File: config.mk
export PLATFORM = sky130hd
export DESIGN_NAME = cycle_strobe_gen
export DESIGN_NICKNAME = d
export VERILOG_FILES = /design/src/rtl/csg_pkg.sv /design/src/rtl/csg_regs.sv /design/src/rtl/csg_ctrl.sv /design/src/rtl/csg_datapath.sv /design/src/rtl/cycle_strobe_gen.sv
export SDC_FILE = /design/constraint.sdc
export NUM_CORES = 1
export LEC_CHECK = 0
export ABC_AREA = 1
export BUFFER_PORTS_ARGS = -buffer_cell sky130_fd_sc_hd__buf_2
export CORE_MARGIN = 5
export CORE_UTILIZATION = 45
export DETAILED_ROUTE_END_ITERATION = 6
export GPL_TIMING_DRIVEN = 0
export SLEW_MARGIN = 5
export SYNTH_ARGS = -nofsm -noshare
export SYNTH_HDL_FRONTEND = slang
export SYNTH_SLANG_ARGS = --single-unit
File: constraint.sdc
create_clock -name clk -period 3.6 [get_ports clk]
set_input_delay 0.36 -clock clk [delete_from_list [all_inputs] [get_ports clk]]
set_output_delay 0.36 -clock clk [all_outputs]
set_load 0.01 [all_outputs]
File: src/rtl/csg_pkg.sv
package csg_pkg;
  localparam int TIME_W = 16;
  localparam int PRE_W  = 7;
  localparam int CNT_W  = 8;
  localparam int SKIP_W = 8;
  localparam int ADDR_W = 3;

  localparam logic [ADDR_W-1:0] REG_POL   = 3'd0;
  localparam logic [ADDR_W-1:0] REG_PRE   = 3'd1;
  localparam logic [ADDR_W-1:0] REG_CDLY  = 3'd2;
  localparam logic [ADDR_W-1:0] REG_CWID  = 3'd3;
  localparam logic [ADDR_W-1:0] REG_DSTRT = 3'd4;
  localparam logic [ADDR_W-1:0] REG_DCNT  = 3'd5;
  localparam logic [ADDR_W-1:0] REG_DSTEP = 3'd6;
  localparam logic [ADDR_W-1:0] REG_DSKIP = 3'd7;

  // strobes from the time base to the pulse datapath
  typedef struct packed {
    logic syncHit;
    logic usTick;
    logic live;
  } csgStrobe_t;

  typedef struct packed {
    logic             syncPol;
    logic [PRE_W-1:0] preDiv;
  } csgTimeCfg_t;

  typedef struct packed {
    logic              conPol;
    logic              divPol;
    logic [TIME_W-1:0] conDelay;
    logic [TIME_W-1:0] conWidth;
    logic [TIME_W-1:0] divStart;
    logic [TIME_W-1:0] divStep;
    logic [CNT_W-1:0]  divCount;
    logic [SKIP_W-1:0] divSkip;
  } csgPulseCfg_t;
endpackage

File: src/rtl/csg_regs.sv
module csg_regs
  import csg_pkg::*;
#(
  parameter logic [PRE_W-1:0] PRE_RESET = 7'd63
) (
  input  logic              clk,
  input  logic              rstN,
  input  logic              we,
  input  logic [ADDR_W-1:0] addr,
  input  logic [TIME_W-1:0] data,
  output csgTimeCfg_t       timeCfg,
  output csgPulseCfg_t      pulseCfg
);
  always_ff @(posedge clk or negedge rstN) begin
    if (!rstN) begin
      timeCfg.syncPol   <= 1'b1;
      timeCfg.preDiv    <= PRE_RESET;
      pulseCfg.conPol   <= 1'b1;
      pulseCfg.divPol   <= 1'b1;
      pulseCfg.conDelay <= '0;
      pulseCfg.conWidth <= '0;
      pulseCfg.divStart <= '0;
      pulseCfg.divStep  <= '0;
      pulseCfg.divCount <= '0;
      pulseCfg.divSkip  <= '0;
    end else if (we) begin
      case (addr)
        REG_POL: begin
          timeCfg.syncPol <= data[0];
          pulseCfg.conPol <= data[1];
          pulseCfg.divPol <= data[2];
        end
        REG_PRE:   timeCfg.preDiv     <= data[PRE_W-1:0];
        REG_CDLY:  pulseCfg.conDelay  <= data;
        REG_CWID:  pulseCfg.conWidth  <= data;
        REG_DSTRT: pulseCfg.divStart  <= data;
        REG_DCNT:  pulseCfg.divCount  <= data[CNT_W-1:0];
        REG_DSTEP: pulseCfg.divStep   <= data;
        default:   pulseCfg.divSkip   <= data[SKIP_W-1:0];
      endcase
    end
  end

  assert_pol_write_R2: assert property (@(posedge clk) disable iff (!rstN)
    (we && addr == REG_POL) |=>
      ({pulseCfg.divPol, pulseCfg.conPol, timeCfg.syncPol} == $past(data[2:0])));
endmodule

File: src/rtl/csg_ctrl.sv
module csg_ctrl
  import csg_pkg::*;
(
  input  logic              clk,
  input  logic              rstN,
  input  logic              syncIn,
  input  csgTimeCfg_t       cfg,
  output csgStrobe_t        strobe,
  output logic [TIME_W-1:0] usNow
);
  logic [1:0]       syncPipe;
  logic             syncPrev;
  logic [PRE_W-1:0] preCnt;
  logic             live;
  logic             syncHit;
  logic             tickRaw;

  always_comb begin
    syncHit = cfg.syncPol ? (syncPipe[1] & ~syncPrev) : (~syncPipe[1] & syncPrev);
    tickRaw = (preCnt >= cfg.preDiv);
    strobe.syncHit = syncHit;
    strobe.usTick  = tickRaw & ~syncHit;
    strobe.live    = live;
  end

  always_ff @(posedge clk or negedge rstN) begin
    if (!rstN) begin
      syncPipe <= '0;
      syncPrev <= 1'b0;
      preCnt   <= '0;
      usNow    <= '0;
      live     <= 1'b0;
    end else begin
      syncPipe <= {syncPipe[0], syncIn};
      syncPrev <= syncPipe[1];
      if (syncHit) begin
        preCnt <= '0;
        usNow  <= '0;
        live   <= 1'b1;
      end else if (tickRaw) begin
        preCnt <= '0;
        if (usNow != '1) usNow <= usNow + TIME_W'(1);
      end else begin
        preCnt <= preCnt + PRE_W'(1);
      end
    end
  end

  assert_us_origin_R9: assert property (@(posedge clk) disable iff (!rstN)
    strobe.syncHit |=> (usNow == '0 && strobe.live));

  assert_us_hold_R4: assert property (@(posedge clk) disable iff (!rstN)
    (!strobe.syncHit && !strobe.usTick) |=> $stable(usNow));

  assert_us_step_R4: assert property (@(posedge clk) disable iff (!rstN)
    (usNow != $past(usNow)) |-> (usNow == '0 || usNow == $past(usNow) + TIME_W'(1)));
endmodule

File: src/rtl/csg_datapath.sv
module csg_datapath
  import csg_pkg::*;
(
  input  logic              clk,
  input  logic              rstN,
  input  csgStrobe_t        strobe,
  input  logic [TIME_W-1:0] usNow,
  input  csgPulseCfg_t      cfg,
  output logic              conOut,
  output logic              divOut
);
  logic [TIME_W-1:0] nextAt;
  logic [CNT_W-1:0]  left;
  logic [SKIP_W-1:0] skipCnt;
  logic [TIME_W-1:0] sinceDelay;
  logic [TIME_W-1:0] stepEff;
  logic [TIME_W:0]   nextSum;
  logic              conActive;
  logic              divHit;
  logic              fireNow;

  always_comb begin
    sinceDelay = usNow - cfg.conDelay;
    conActive  = strobe.live && (usNow >= cfg.conDelay) && (sinceDelay < cfg.conWidth);
    divHit     = strobe.live && (left != '0) && (usNow == nextAt);
    stepEff    = (cfg.divStep == '0) ? TIME_W'(1) : cfg.divStep;
    nextSum    = {1'b0, nextAt} + {1'b0, stepEff};
    fireNow    = (skipCnt == '0);
  end

  always_ff @(posedge clk or negedge rstN) begin
    if (!rstN) begin
      nextAt  <= '0;
      left    <= '0;
      skipCnt <= '0;
      conOut  <= 1'b0;
      divOut  <= 1'b0;
    end else begin
      if (strobe.syncHit) begin
        nextAt  <= cfg.divStart;
        left    <= fireNow ? cfg.divCount : '0;
        skipCnt <= fireNow ? cfg.divSkip : skipCnt - SKIP_W'(1);
      end else if (strobe.usTick && divHit) begin
        nextAt <= nextSum[TIME_W-1:0];
        left   <= nextSum[TIME_W] ? '0 : left - CNT_W'(1);
      end
      conOut <= conActive ? cfg.conPol : ~cfg.conPol;
      divOut <= divHit ? cfg.divPol : ~cfg.divPol;
    end
  end

  assert_div_count_down_R6: assert property (@(posedge clk) disable iff (!rstN)
    !strobe.syncHit |=> (left <= $past(left)));

  assert_skip_quiet_R8: assert property (@(posedge clk) disable iff (!rstN)
    (strobe.syncHit && skipCnt != '0) |=> (left == '0));

  assert_idle_before_sync_R1: assert property (@(posedge clk) disable iff (!rstN)
    !strobe.live |=> (conOut == ~$past(cfg.conPol) && divOut == ~$past(cfg.divPol)));
endmodule

File: src/rtl/cycle_strobe_gen.sv
module cycle_strobe_gen
  import csg_pkg::*;
#(
  parameter logic [PRE_W-1:0] PRE_RESET = 7'd63
) (
  input  logic              clk,
  input  logic              rstN,
  input  logic              cfgWe,
  input  logic [ADDR_W-1:0] cfgAddr,
  input  logic [TIME_W-1:0] cfgData,
  input  logic              syncIn,
  output logic              conOut,
  output logic              divOut
);
  csgTimeCfg_t       timeCfg;
  csgPulseCfg_t      pulseCfg;
  csgStrobe_t        strobe;
  logic [TIME_W-1:0] usNow;

  csg_regs #(.PRE_RESET(PRE_RESET)) uRegs (
    .clk(clk), .rstN(rstN), .we(cfgWe), .addr(cfgAddr), .data(cfgData),
    .timeCfg(timeCfg), .pulseCfg(pulseCfg)
  );

  csg_ctrl uCtrl (
    .clk(clk), .rstN(rstN), .syncIn(syncIn), .cfg(timeCfg),
    .strobe(strobe), .usNow(usNow)
  );

  csg_datapath uPath (
    .clk(clk), .rstN(rstN), .strobe(strobe), .usNow(usNow), .cfg(pulseCfg),
    .conOut(conOut), .divOut(divOut)
  );
endmodule

## Word level (Yosys, flattened, before mapping)

Cells that the tools add are included.

| operators by class | value |
|---|---|
| equal/unequal tests | 8 |
| order comparisons | 3 |
| add/subtract/negate cells | 6 |
| bitwise gates (word level) | 9 |
| reduce and logical (&&, ||, !) cells | 22 |
| muxes and demuxes | 16 |

Operators with widths:

| cell | count |
|---|---|
| 16-bit 2-to-1 mux | 6 |
| 8-bit 2-to-1 mux | 5 |
| 2-bit AND reduction | 9 |
| 16-bit by 16-bit adder with 17-bit output | 1 |
| 16-bit by 1-bit adder with 16-bit output (second input constant) | 1 |
| 16-bit equality test | 1 |
| 16-bit greater-or-equal comparator | 1 |
| 16-bit zero test | 1 |
| 16-bit less-than comparator | 1 |
| 16-bit != test (second input constant) | 1 |
| 16-bit subtractor | 1 |
| 8-bit by 1-bit subtractor with 8-bit output (second input constant) | 2 |
| 7-bit 2-to-1 mux | 2 |
| 3-bit equality test (second input constant) | 3 |
| 8-bit zero test | 1 |
| 8-bit nonzero test | 1 |
| 7-bit by 1-bit adder with 7-bit output (second input constant) | 1 |
| 7-bit greater-or-equal comparator | 1 |
| 7-bit OR reduction | 1 |
| 3-bit by 2-bit equality test with 1-bit output (second input constant) | 2 |
| 1-bit NOT | 6 |
| 2-bit nonzero test | 3 |
| 1-bit logical AND | 5 |
| 1-bit AND | 3 |
| other kinds (3) | 5 |

| storage, ports and cells | value |
|---|---|
| output and inout port bits | 2 |
| word-level logic and storage cells | 84 |
| flip-flop bits (word level) | 151 |

## Logic depth before layout (Yosys ltp)

Gate-level depths: netlist of the first run.

| depth | value |
|---|---|
| word-level depth | 8 |
| depth in mapped cells | 20 |
| depth with buffers taken out | 20 |

## Cells and area by module

A second synthesis of the first run with hierarchy kept.

| unflattened totals | value |
|---|---|
| cells, all modules | 1410 |
| area total of the unflattened synthesis | 9863.2 um^2 |

Modules (own cells, without submodules):

| module | seq. area each (um^2) | cells an instance | area each (um^2) | instances |
|---|---|---|---|---|
| csg_datapath | 850.8 | 767 | 4545.6 | 1 |
| csg_regs | 2263.4 | 404 | 3563.4 | 1 |
| csg_ctrl | 675.6 | 239 | 1754.2 | 1 |

## Worst setup path after synthesis of the first run

Ideal clock, no wire load.

| timing | value |
|---|---|
| path kind | register to register |
| start | register uCtrl.usNow[0] |
| end | register uPath.conOut |
| arrival time | 2516 ps |
| setup time | 117 ps |
| path buffers | 0 |
| stages on the path, launching flop included | 19 |
| slack | 967 ps |
| period minus slack after synthesis | 2633 ps |
| cells stage by stage | dfrtp_1 > inv_2 > ha_1 > fa_1 > o21ai_0 > a21oi_1 > inv_1 > nand4_1 > nand3_1 > nand2_1 > ha_1 > nand2_1 > inv_1 > o21ai_0 > nand2_1 > nor2_1 > nand3_1 > nand2_1 > nand2_1 |

| between the ends | value |
|---|---|
| word-level cells in the longest chain between the ends | 4 |
| elaborated cells between the ends (all ways) | 6 |
| those cells by class | add/sub: 1; order compare: 2; mux: 1; reduce/logical: 2 |

Ends and longest elaborated chain:

| item | RTL line | RTL |
|---|---|---|
| start, declared | csg_ctrl.sv:9 | `output logic [TIME_W-1:0] usNow` |
| start signal, assigned | csg_ctrl.sv:42 | `if (usNow != '1) usNow <= usNow + TIME_W'(1);` |
| 16-bit subtractor / 16-bit greater-or-equal comparator (equally long branches) | csg_datapath.sv:23, csg_datapath.sv:24 |  |
| 16-bit less-than comparator / 1-bit logical AND (equally long branches) | csg_datapath.sv:24 | `conActive = strobe.live && (usNow >= cfg.conDelay) && (sinceDelay < cfg.conWidth);` |
| 1-bit logical AND (*) | csg_datapath.sv:24 |  |
| 1-bit 2-to-1 mux (*) | csg_datapath.sv:47 | `conOut <= conActive ? cfg.conPol : ~cfg.conPol;` |
| end signal, assigned | csg_datapath.sv:47 |  |
| end, declared | csg_datapath.sv:9 | `output logic conOut,` |

Every way passes the cells marked *; elsewhere a longest branch is shown, timed or not.
A chain may end at the register's enable or synchronous reset.

## Worst setup path in the final report of the first run

Ends and elaborated chain as after synthesis.

==> results of run 1 <==
-- synthesized netlist by cell type (3+ instances only) --
cell        n  share of area (%)
a21boi_0    3               0.24
a21oi_1    41                2.2
a31oi_1     3               0.20
buf_2       8               0.43
buf_6       3               0.36
clkbuf_1   35                1.4
dfrtp_1   142                 38
dfstp_2     9                2.5
ha_1       60                8.0
inv_1     154                6.2
inv_2      13               0.52
mux2i_1     5               0.54
nand2_1   400                 16
nand3_1    63                3.4
nand3b_1    3               0.24
nand4_1    17                1.1
nor2_1     78                3.1
nor3_1     15               0.80
nor4_1      4               0.27
o21ai_0   116                6.2
o21ai_1    19                1.0
o21bai_1    6               0.48
or2_2       6               0.40
xnor2_1     8               0.75
xor2_1     27                2.5
-- final timing paths --
path,startpoint,depth (start not counted),slack (ns),to
setup / recovery,uCtrl.usNow[0]$_DFFE_PN0P_,18,0.51,uPath.conOut$_DFF_PN0_
hold / removal,syncIn,1,0.03,uCtrl.syncPipe[0]$_DFF_PN0_
setup reg to reg,uCtrl.usNow[0]$_DFFE_PN0P_,18,0.51,uPath.conOut$_DFF_PN0_
hold reg to reg,uCtrl.syncPipe[0]$_DFF_PN0_,0,0.37,uCtrl.syncPipe[1]$_DFF_PN0_
max in group asynchronous,rstN,3,2.28,uRegs.pulseCfg[38]$_DFFE_PN0P_
min in group asynchronous,rstN,2,0.44,uCtrl.usNow[2]$_DFFE_PN0P_
-- power breakdown --
part	internal (mW)	switching, mW
registers	2.10	0.384
clock network	0.983	0.830
logic	1.08	1.75
total	4.17	2.96
-- per-stage QoR --
step	hold WS, ns	utilization [%]	cells	cell area [µm²]
after detailed placement	0.3068	48.40	1560	9824
after floorplan	0.06441	-	1265	9329
after global placement	0.3513	48.21	1559	9787
final	0.03463	51.33	1593	10420
after global routing	0.02426	51.33	1593	10420
after CTS	0.02006	51.33	1593	10420
-- cell families (layout without fill, tap and decap cells) --
logic type | Yosys count | count (layout) | share of synthesized area [%]
compound gates | 203 | 203 | 11.72
xor+xnor | 35 | 35 | 3.286
fa+ha+maj | 62 | 62 | 8.476
buf+inv | 213 | 271 | 8.919
flops | 151 | 151 | 40.63
mux | 5 | 5 | 0.5365
simple gates | 596 | 596 | 26.44
-- per-layer routing --
metal,global-route usage (%),up-vias,routed length (µm),part of all wire (%)
li1,-,4136,-,-
met1,33.83,3830,13010,49
met2,33.78,194,11450,43
met3,3.288,36,1366,5.2
met4,6.392,0,508,1.9
met5,0,-,0,0
-- layout make-up --
cell class | count | share of cell area, %
well taps | 270 | 3.242
multi-input cells | 901 | 45.17
flip-flops and latches | 151 | 36.37
repair buffers | 26 | 1.609
inverters | 167 | 6.016
clock buffers | 17 | 4.083
clock inverters | 15 | 1.537
plain buffers | 46 | 1.969
-- registers in the layout, summed over array words and instances, names as in the netlist --
signal / count
uRegs.pulseCfg: 82
uPath.nextAt: 16
uPath.skipCnt: 8
uPath.divOut: 1
uCtrl.preCnt: 7
uCtrl.live: 1
uCtrl.usNow: 16
uPath.left: 8
uCtrl.syncPipe: 2
uRegs.timeCfg: 8
uCtrl.syncPrev: 1
uPath.conOut: 1
-- what timing repair did --
item,4_1_cts,5_1_grt
hold endpoints to repair,46,0
buffers inserted,0,0
hold buffers,1,0
==> results.py, run 1 <==
metrics = {
    "status": {
        "status": "finished, final reports clean",
    },
    "cells_and_area": {
        "multi_input_area_um2": 4707,
        "final_common_cell": "nand2_1",
        "nFillCells": 2054,
        "nets": 1395,
        "area_growth_pct": 11.70,
        "mostFrequentLayoutCells": "nand2_1 (400), inv_1 (154), dfrtp_1 (142), o21ai_0 (116), nor2_1 (78)",
        "seqCellArea_um2": 3790,
        "diodes": 0,
        "drive_above_1_share_pct": 7.937,
    },
    "timing": {
        "setup_viol": 0,
        "clock_skew_ns": 0.01383,
        "grt_setup_unrepaired": "no",
        "relSlewSlack_pct": 45.87,
        "maxSlewViolCount": 0,
        "fin_crit_ns": 3.093,
        "fin_crit_sh_pct": 85.91,
        "setup_slack_ns": 0.5072,
        "worst_pin_slew_ns": 0.8058,
        "clock.fmax_ghz": 0.3233,
        "tns_ns": 0,
        "finalHoldViolCount": 0,
    },
    "synth": {
        "synth_cell_types": 44,
        "yosysSeqAreaShare_pct": 40.62,
        "synth_ff_type": "dfrtp_1",
        "syn_inst": 1265,
        "synth_edf_count": 0,
        "ys_async_sr_fraction_pct": 100.0,
        "syn_nets": 1350,
        "yosysWarnings": 0,
        "postSynthAreaPerCell_um2": 7.375,
        "yosys_register_bits": 151,
        "netlist_area_um2": 9329,
    },
    "clock_tree": {
        "htree_num_levels": 4,
        "cts-resized-gates": 0,
        "cts_tree": "built",
        "root_buffer": "clkbuf_16",
        "clock_sinks": 151,
        "clockBufferDepth": 2,
        "numCtsBuffers": 17,
        "clk_pin_slew_worst_paths_ns": 0.07,
        "clkLatencyLatePin_ns": 0.43,
    },
    "critical_path": {
        "worstSetupPathType": "reg -> reg",
        "critPathRequiredTime_ns": 3.93,
        "cp_num_buf_inv": 2,
        "crit_path_end_kind": "register",
        "cp_top_family": "simple AND/OR/NAND/NOR gates",
        "path_cells": "inv_2 -> ha_1 -> fa_1 -> o21ai_0 -> nand2_1 -> nand2_1 -> nand4_1 -> nand2_1 -> xor2_1 -> ha_1 -> nand2_1 -> inv_1 -> o21ai_0 -> nand2_1 -> nor2_1 -> nand3_1 -> nand2_1 -> nand2_1",
        "crit_slowest_cell": "dfrtp_1",
        "cp.arrival_ns": 3.42,
        "critPathMaxFanout": 5,
        "cp_slowest_stage_delay_ns": 0.44,
        "cpMostUsedCell": "nand2_1",
        "cp-start-kind": "register",
    },
    "die": {
        "start_util_pct": 45.96,
        "die_w_um": 154.0,
        "coreArea_um2": 20300,
        "die_h_um": 154.0,
        "rows": 52,
        "dieArea_um2": 23710,
        "io_pins": 25,
    },
    "place": {
        "place_ws_ns": 0.5052,
        "numPortBuffers": 24,
        "place_congestion": 0.9210,
        "dp_hpwl_um": 19790,
    },
    "drt": {
        "vias_per_cell": 5.145,
        "drc": 0,
        "drt_wl_total_um": 26340,
        "post_drt_wl_per_cell_um": 16.53,
        "antenna_left": 0,
        "drtPass1Iterations": 5,
        "drtIter0Drc": 714,
        "num_vias": 8196,
    },
    "power": {
        "cellPowerDensity_nw_per_um2": 684.2,
        "p_leak_nw": 5.398,
        "finalPower_mw": 7.129,
        "ir_worst_vdd_v": 0.0003797,
    },
    "grt": {
        "grt_pass1_vias": 7617,
        "grtUsageTotal_pct": 22.51,
        "overflow": 0,
        "antenna_found_initial": 0,
        "grt_max_degree": 105,
        "grt_first_pass_wirelength_um": 41990,
    },
    "min_path": {
        "hold_class": "in -> reg",
    },
    "run": {
        "maxCapViolations": 0,
    },
}
Note: power is estimated with default switching activity, not from simulation.
==> inputs of run 2 (changes only) <==
CORE_ASPECT_RATIO = 1.25   (was unset)
REMOVE_ABC_BUFFERS = 1   (was unset)
SETUP_SLACK_MARGIN = 0.05   (was unset)
==> results.py, run 2 (synthesis results as in run 1) <==
metrics = {
    "status": {
        "status": "finished, final reports clean",
    },
    "die": {
        "dieArea_um2": 23730,
        "io_pins": 25,
        "start_util_pct": 45.29,
        "rows": 59,
        "die_w_um": 138.8,
        "die_h_um": 171.0,
        "coreArea_um2": 20600,
    },
    "min_path": {
        "worstHoldStart": "syncIn",
        "hold_class": "in -> reg",
        "hold_path_depth": 1,
        "min_to": "uCtrl.syncPipe[0]$_DFF_PN0_",
    },
    "drt": {
        "antenna_left": 0,
        "post_drt_wl_per_cell_um": 14.80,
        "vias_per_cell": 5.012,
        "num_vias": 7784,
        "drtPass1Iterations": 5,
        "drc": 0,
        "drt_wl_total_um": 22990,
        "drtIter0Drc": 372,
    },
    "critical_path": {
        "rr_startpoint": "uRegs.timeCfg[7]$_DFFE_PN1P_",
        "critPathRequiredTime_ns": 3.96,
        "cp.arrival_ns": 3.51,
        "crit_start": "uRegs.timeCfg[7]$_DFFE_PN1P_",
        "worstReg2RegEnd": "uPath.nextAt[6]$_DFFE_PN0P_",
        "critPathMaxFanout": 33,
        "crit_path_end_kind": "register",
        "ff2ff_path_depth": 9,
        "cp-start-kind": "register",
        "worstSetupPathType": "reg -> reg",
        "rrSetupSlack_ns": 0.46,
    },
    "cells_and_area": {
        "nets": 1351,
        "area_growth_pct": 9.951,
        "mostFrequentLayoutCells": "nand2_1 (398), inv_1 (154), dfrtp_1 (142), o21ai_0 (116), nor2_1 (78)",
        "drive_above_1_share_pct": 7.740,
        "final_cell_area_um2": 10260,
        "postLayoutCoreUtil_pct": 49.80,
        "top_register": "uRegs.pulseCfg",
        "fin_cells": 1553,
        "final_common_cell": "nand2_1",
        "diodes": 0,
        "largest_register_ffs": 82,
        "top_regs": "uRegs.pulseCfg x82, uCtrl.usNow x16, uPath.nextAt x16",
    },
    "clock_tree": {
        "root_buffer": "clkbuf_16",
        "cts_tree": "built",
        "numCtsBuffers": 17,
        "htree_num_levels": 4,
        "clockBufferDepth": 2,
        "clk_pin_slew_worst_paths_ns": 0.07,
        "clock_sinks": 151,
        "clkLatencyLatePin_ns": 0.44,
    },
    "grt": {
        "antenna_found_initial": 0,
        "grtUsageTotal_pct": 20.25,
        "grt_pass1_vias": 7689,
        "overflow": 0,
        "busiest_layer": "met2",
        "grt_max_degree": 114,
        "grt_util_met3_pct": 3.355,
        "use_met2_pct": 35.57,
        "grtUsageMet1_pct": 25.67,
        "grt_first_pass_wirelength_um": 38830,
    },
    "power": {
        "p_leak_nw": 5.317,
        "ir_worst_vdd_v": 0.0003546,
        "cellPowerDensity_nw_per_um2": 682.7,
    },
    "timing": {
        "finalHoldViolCount": 0,
        "relSlewSlack_pct": 17.15,
        "grt_setup_unrepaired": "no",
        "clock.fmax_ghz": 0.3182,
        "maxSlewViolCount": 0,
        "setup_viol": 0,
        "worst_pin_slew_ns": 1.238,
        "fin_crit_ns": 3.142,
        "fin_crit_sh_pct": 87.29,
        "clock_skew_ns": 0.01307,
    },
    "run": {
        "maxCapViolations": 0,
    },
    "place": {
        "place_congestion": 0.8516,
        "dp_hpwl_um": 16630,
        "dpl_cell_area_um2": 9659,
        "placedCellCount": 1520,
        "numPortBuffers": 24,
    },
}
run 2: changes by cell type in the layout (fill, tap and decap cells not counted), sizes merged:
cell      before  now
buf           36   27
clkbuf        52   17
clkinvlp       2    4
inv          176  174
run 2: worst max path at each step:
stage                                  end  slack, ns  cells past startpoint
3_5_place_dp   uPath.nextAt[1]$_DFFE_PN0P_       0.07                      9
3_3_place_gp   uPath.nextAt[3]$_DFFE_PN0P_      -1.13                      7
4_1_cts         uCtrl.usNow[6]$_DFFE_PN0P_       0.40                     10
5_1_grt        uPath.nextAt[4]$_DFFE_PN0P_       0.15                      9
2_1_floorplan  uPath.nextAt[0]$_DFFE_PN0P_       0.65                      7
6_report       uPath.nextAt[6]$_DFFE_PN0P_       0.46                      9
run 2: area by class of cell:
cell class                 count  area (µm²)
timing repair buffer          28       195.2
sequential                   151        3790
fill                        2144       10340
multi-input combinational    901        4717
clock inverter                15       160.2
inverter                     167       626.9
clock buffer                  17       425.4
tap                          274       342.8
run 2: critical path, cell delays in order, from the launching register on:
cell and delay, ns:
dfstp_2 0.55, inv_1 0.04, nand2_1 0.07, nand2_2 0.32, buf_12 0.32, inv_2 0.55
nand4_2 0.39, nand2_2 0.60, nand2_1 0.11, nand2_1 0.10
run 2: repair_timing:
action,in CTS,in global routing
buffers inserted,0,0
hold buffers,1,0
endpoints found under the hold margin,33,0
gates resized for setup,1,0
setup endpoints to repair,4,0
run 2: metrics by stage:
stage          setup TNS (ns)  hold slack, ns  setup slack [ns]  power (mW)
4_1_cts                     0        0.007378            0.3952       7.058
3_3_place_gp           -65.37          0.3345            -1.134       5.155
3_5_place_dp                0          0.2611           0.07047       5.218
6_report                    0         0.02685            0.4576       7.002
2_1_floorplan               0         0.06441            0.6520       4.498
5_1_grt                     0        0.004287            0.1526       7.621
run 2: layer usage:
| metal | vias to the layer above | wire (µm) |
|---|---|---|
| li1 | 4037 | - |
| met1 | 3613 | 10610 |
| met2 | 110 | 11180 |
| met3 | 24 | 654 |
| met4 | 0 | 548 |
| met5 | - | 0 |
run 2: power breakdown:
| part | switching (mW) | internal (mW) | leakage, nW |
|---|---|---|---|
| Combinational | 1.70 | 1.05 | 3.15 |
| Sequential | 0.350 | 2.10 | 1.89 |
| Clock | 0.819 | 0.981 | 0.276 |
==> inputs of run 3 (changes only) <==
CORE_UTILIZATION = 40   (was 45)
REMOVE_ABC_BUFFERS = unset   (was 1)
==> results.py, run 3 (synthesis results as in run 1) <==
metrics = {
    "status": {
        "status": "finished, final reports clean",
    },
    "clock_tree": {
        "clock_sinks": 151,
        "clkLatencyLatePin_ns": 0.44,
        "cts_setup_buffers": 0,
        "htree_num_levels": 4,
        "numCtsBuffers": 17,
        "clockBufferDepth": 2,
        "cts_tree": "built",
        "root_buffer": "clkbuf_16",
        "clk_pin_slew_worst_paths_ns": 0.07,
    },
    "cells_and_area": {
        "nets": 1395,
        "final_common_cell": "nand2_1",
        "drive_above_1_share_pct": 7.937,
        "nFillCells": 2375,
        "top_register": "uRegs.pulseCfg",
        "mostFrequentLayoutCells": "nand2_1 (400), inv_1 (154), dfrtp_1 (142), o21ai_0 (116), nor2_1 (78)",
        "largest_register_ffs": 82,
        "top_regs": "uRegs.pulseCfg x82, uCtrl.usNow x16, uPath.nextAt x16",
        "area_growth_pct": 11.95,
        "diodes": 0,
    },
    "place": {
        "place_congestion": 0.9242,
        "numPortBuffers": 24,
        "place_ws_ns": 0.5666,
        "dp_hpwl_um": 19830,
    },
    "timing": {
        "setup_viol": 0,
        "relSlewSlack_pct": 49.73,
        "fin_crit_sh_pct": 85.87,
        "setup_slack_ns": 0.5086,
        "fin_crit_ns": 3.091,
        "clock.fmax_ghz": 0.3235,
        "grt_setup_unrepaired": "no",
        "finalHoldViolCount": 0,
        "clock_skew_ns": 0.01388,
        "maxSlewViolCount": 0,
        "worst_pin_slew_ns": 0.7482,
    },
    "critical_path": {
        "cp.arrival_ns": 3.42,
        "worstSetupPathType": "reg -> reg",
        "critPathRequiredTime_ns": 3.93,
        "rrSetupSlack_ns": 0.51,
        "critPathMaxFanout": 5,
        "crit_path_end_kind": "register",
        "cp-start-kind": "register",
    },
    "power": {
        "cellPowerDensity_nw_per_um2": 677.7,
        "finalPower_mw": 7.078,
        "p_leak_nw": 5.400,
        "ir_worst_vdd_v": 0.0003604,
    },
    "drt": {
        "drtIter0Drc": 444,
        "drtPass1Iterations": 5,
        "vias_per_cell": 5.107,
        "drc": 0,
        "wl_met1_um": 10990,
        "wl_met3_um": 1095,
        "num_vias": 8227,
        "met2_length_um": 12560,
        "antenna_left": 0,
        "drt_wl_total_um": 25840,
        "post_drt_wl_per_cell_um": 16.04,
        "maxUsedRoutingLayer": "met4",
    },
    "grt": {
        "overflow": 0,
        "grt_pass1_vias": 7910,
        "grtUsageTotal_pct": 19.92,
        "grt_max_degree": 102,
        "grt_first_pass_wirelength_um": 41520,
        "antenna_found_initial": 0,
    },
    "die": {
        "rows": 62,
        "start_util_pct": 40.63,
        "die_h_um": 180.7,
        "dieArea_um2": 26500,
        "io_pins": 25,
        "die_w_um": 146.6,
        "coreArea_um2": 22960,
    },
    "min_path": {
        "hold_class": "in -> reg",
    },
    "run": {
        "maxCapViolations": 0,
    },
}
run 3: where the power goes:
| group | switching [mW] | internal (mW) |
|---|---|---|
| registers | 0.386 | 2.10 |
| logic | 1.73 | 1.09 |
| clock network | 0.832 | 0.944 |
| total | 2.95 | 4.13 |
run 3: final cells by class:
cell class,count,area [µm²],share of cell area [%]
clock inverters,14,147.6,1.414
inverters,167,626.9,6.002
clock buffers,18,439.2,4.205
flip-flops and latches,151,3790,36.29
plain buffers,46,205.2,1.965
well taps,288,360.3,3.450
repair buffers,26,167.7,1.605
multi-input cells,901,4707,45.07
run 3: worst max-delay path, cell delays in order (launching register included):
cell and delay, ns:
dfrtp_1 0.43, inv_2 0.12, ha_1 0.23, fa_1 0.41, o21ai_0 0.38, a21oi_1 0.18
inv_1 0.09, nand4_1 0.12, nand3_1 0.10, nand2_1 0.06, ha_1 0.27, nand2_1 0.06
inv_1 0.05, o21ai_0 0.07, nand2_1 0.09, nor2_1 0.15, nand3_1 0.09, nand2_1 0.06
nand2_1 0.05
run 3: worst paths after layout:
path	start	end	depth (start not counted)
max reg2reg	uCtrl.usNow[0]$_DFFE_PN0P_	uPath.conOut$_DFF_PN0_	18
max in group asynchronous	rstN	uCtrl.usNow[12]$_DFFE_PN0P_	3
max	uCtrl.usNow[0]$_DFFE_PN0P_	uPath.conOut$_DFF_PN0_	18
min in group asynchronous	rstN	uCtrl.preCnt[0]$_DFF_PN0_	2
min	syncIn	uCtrl.syncPipe[0]$_DFF_PN0_	1
min reg2reg	uCtrl.syncPipe[0]$_DFF_PN0_	uCtrl.syncPipe[1]$_DFF_PN0_	0
run 3: what timing repair did:
action	4_1_cts	5_1_grt
endpoints found under the hold margin	49	0
gates resized for setup	0	0
hold buffers	1	0
run 3: metrics by stage:
step / cell area [µm²] / std cells / TNS [ns] / util, % / hold WS [ns]
2_1_floorplan: 9329 / 1265 / 0 / - / 0.06441
3_3_place_gp: 9809 / 1577 / -21.21 / 42.72 / 0.3364
3_5_place_dp: 9847 / 1578 / 0 / 42.88 / 0.3008
4_1_cts: 10440 / 1611 / 0 / 45.48 / 0.008122
5_1_grt: 10440 / 1611 / 0 / 45.48 / 0.009373
6_report: 10440 / 1611 / 0 / 45.48 / 0.02403
run 3: layer usage:
| layer | up-vias | global-route usage (%) |
|---|---|---|
| met5 | - | 0 |
| met4 | 0 | 9.676 |
| met3 | 68 | 3.233 |
| met2 | 184 | 33.62 |
| met1 | 3821 | 24.75 |
| li1 | 4154 | - |
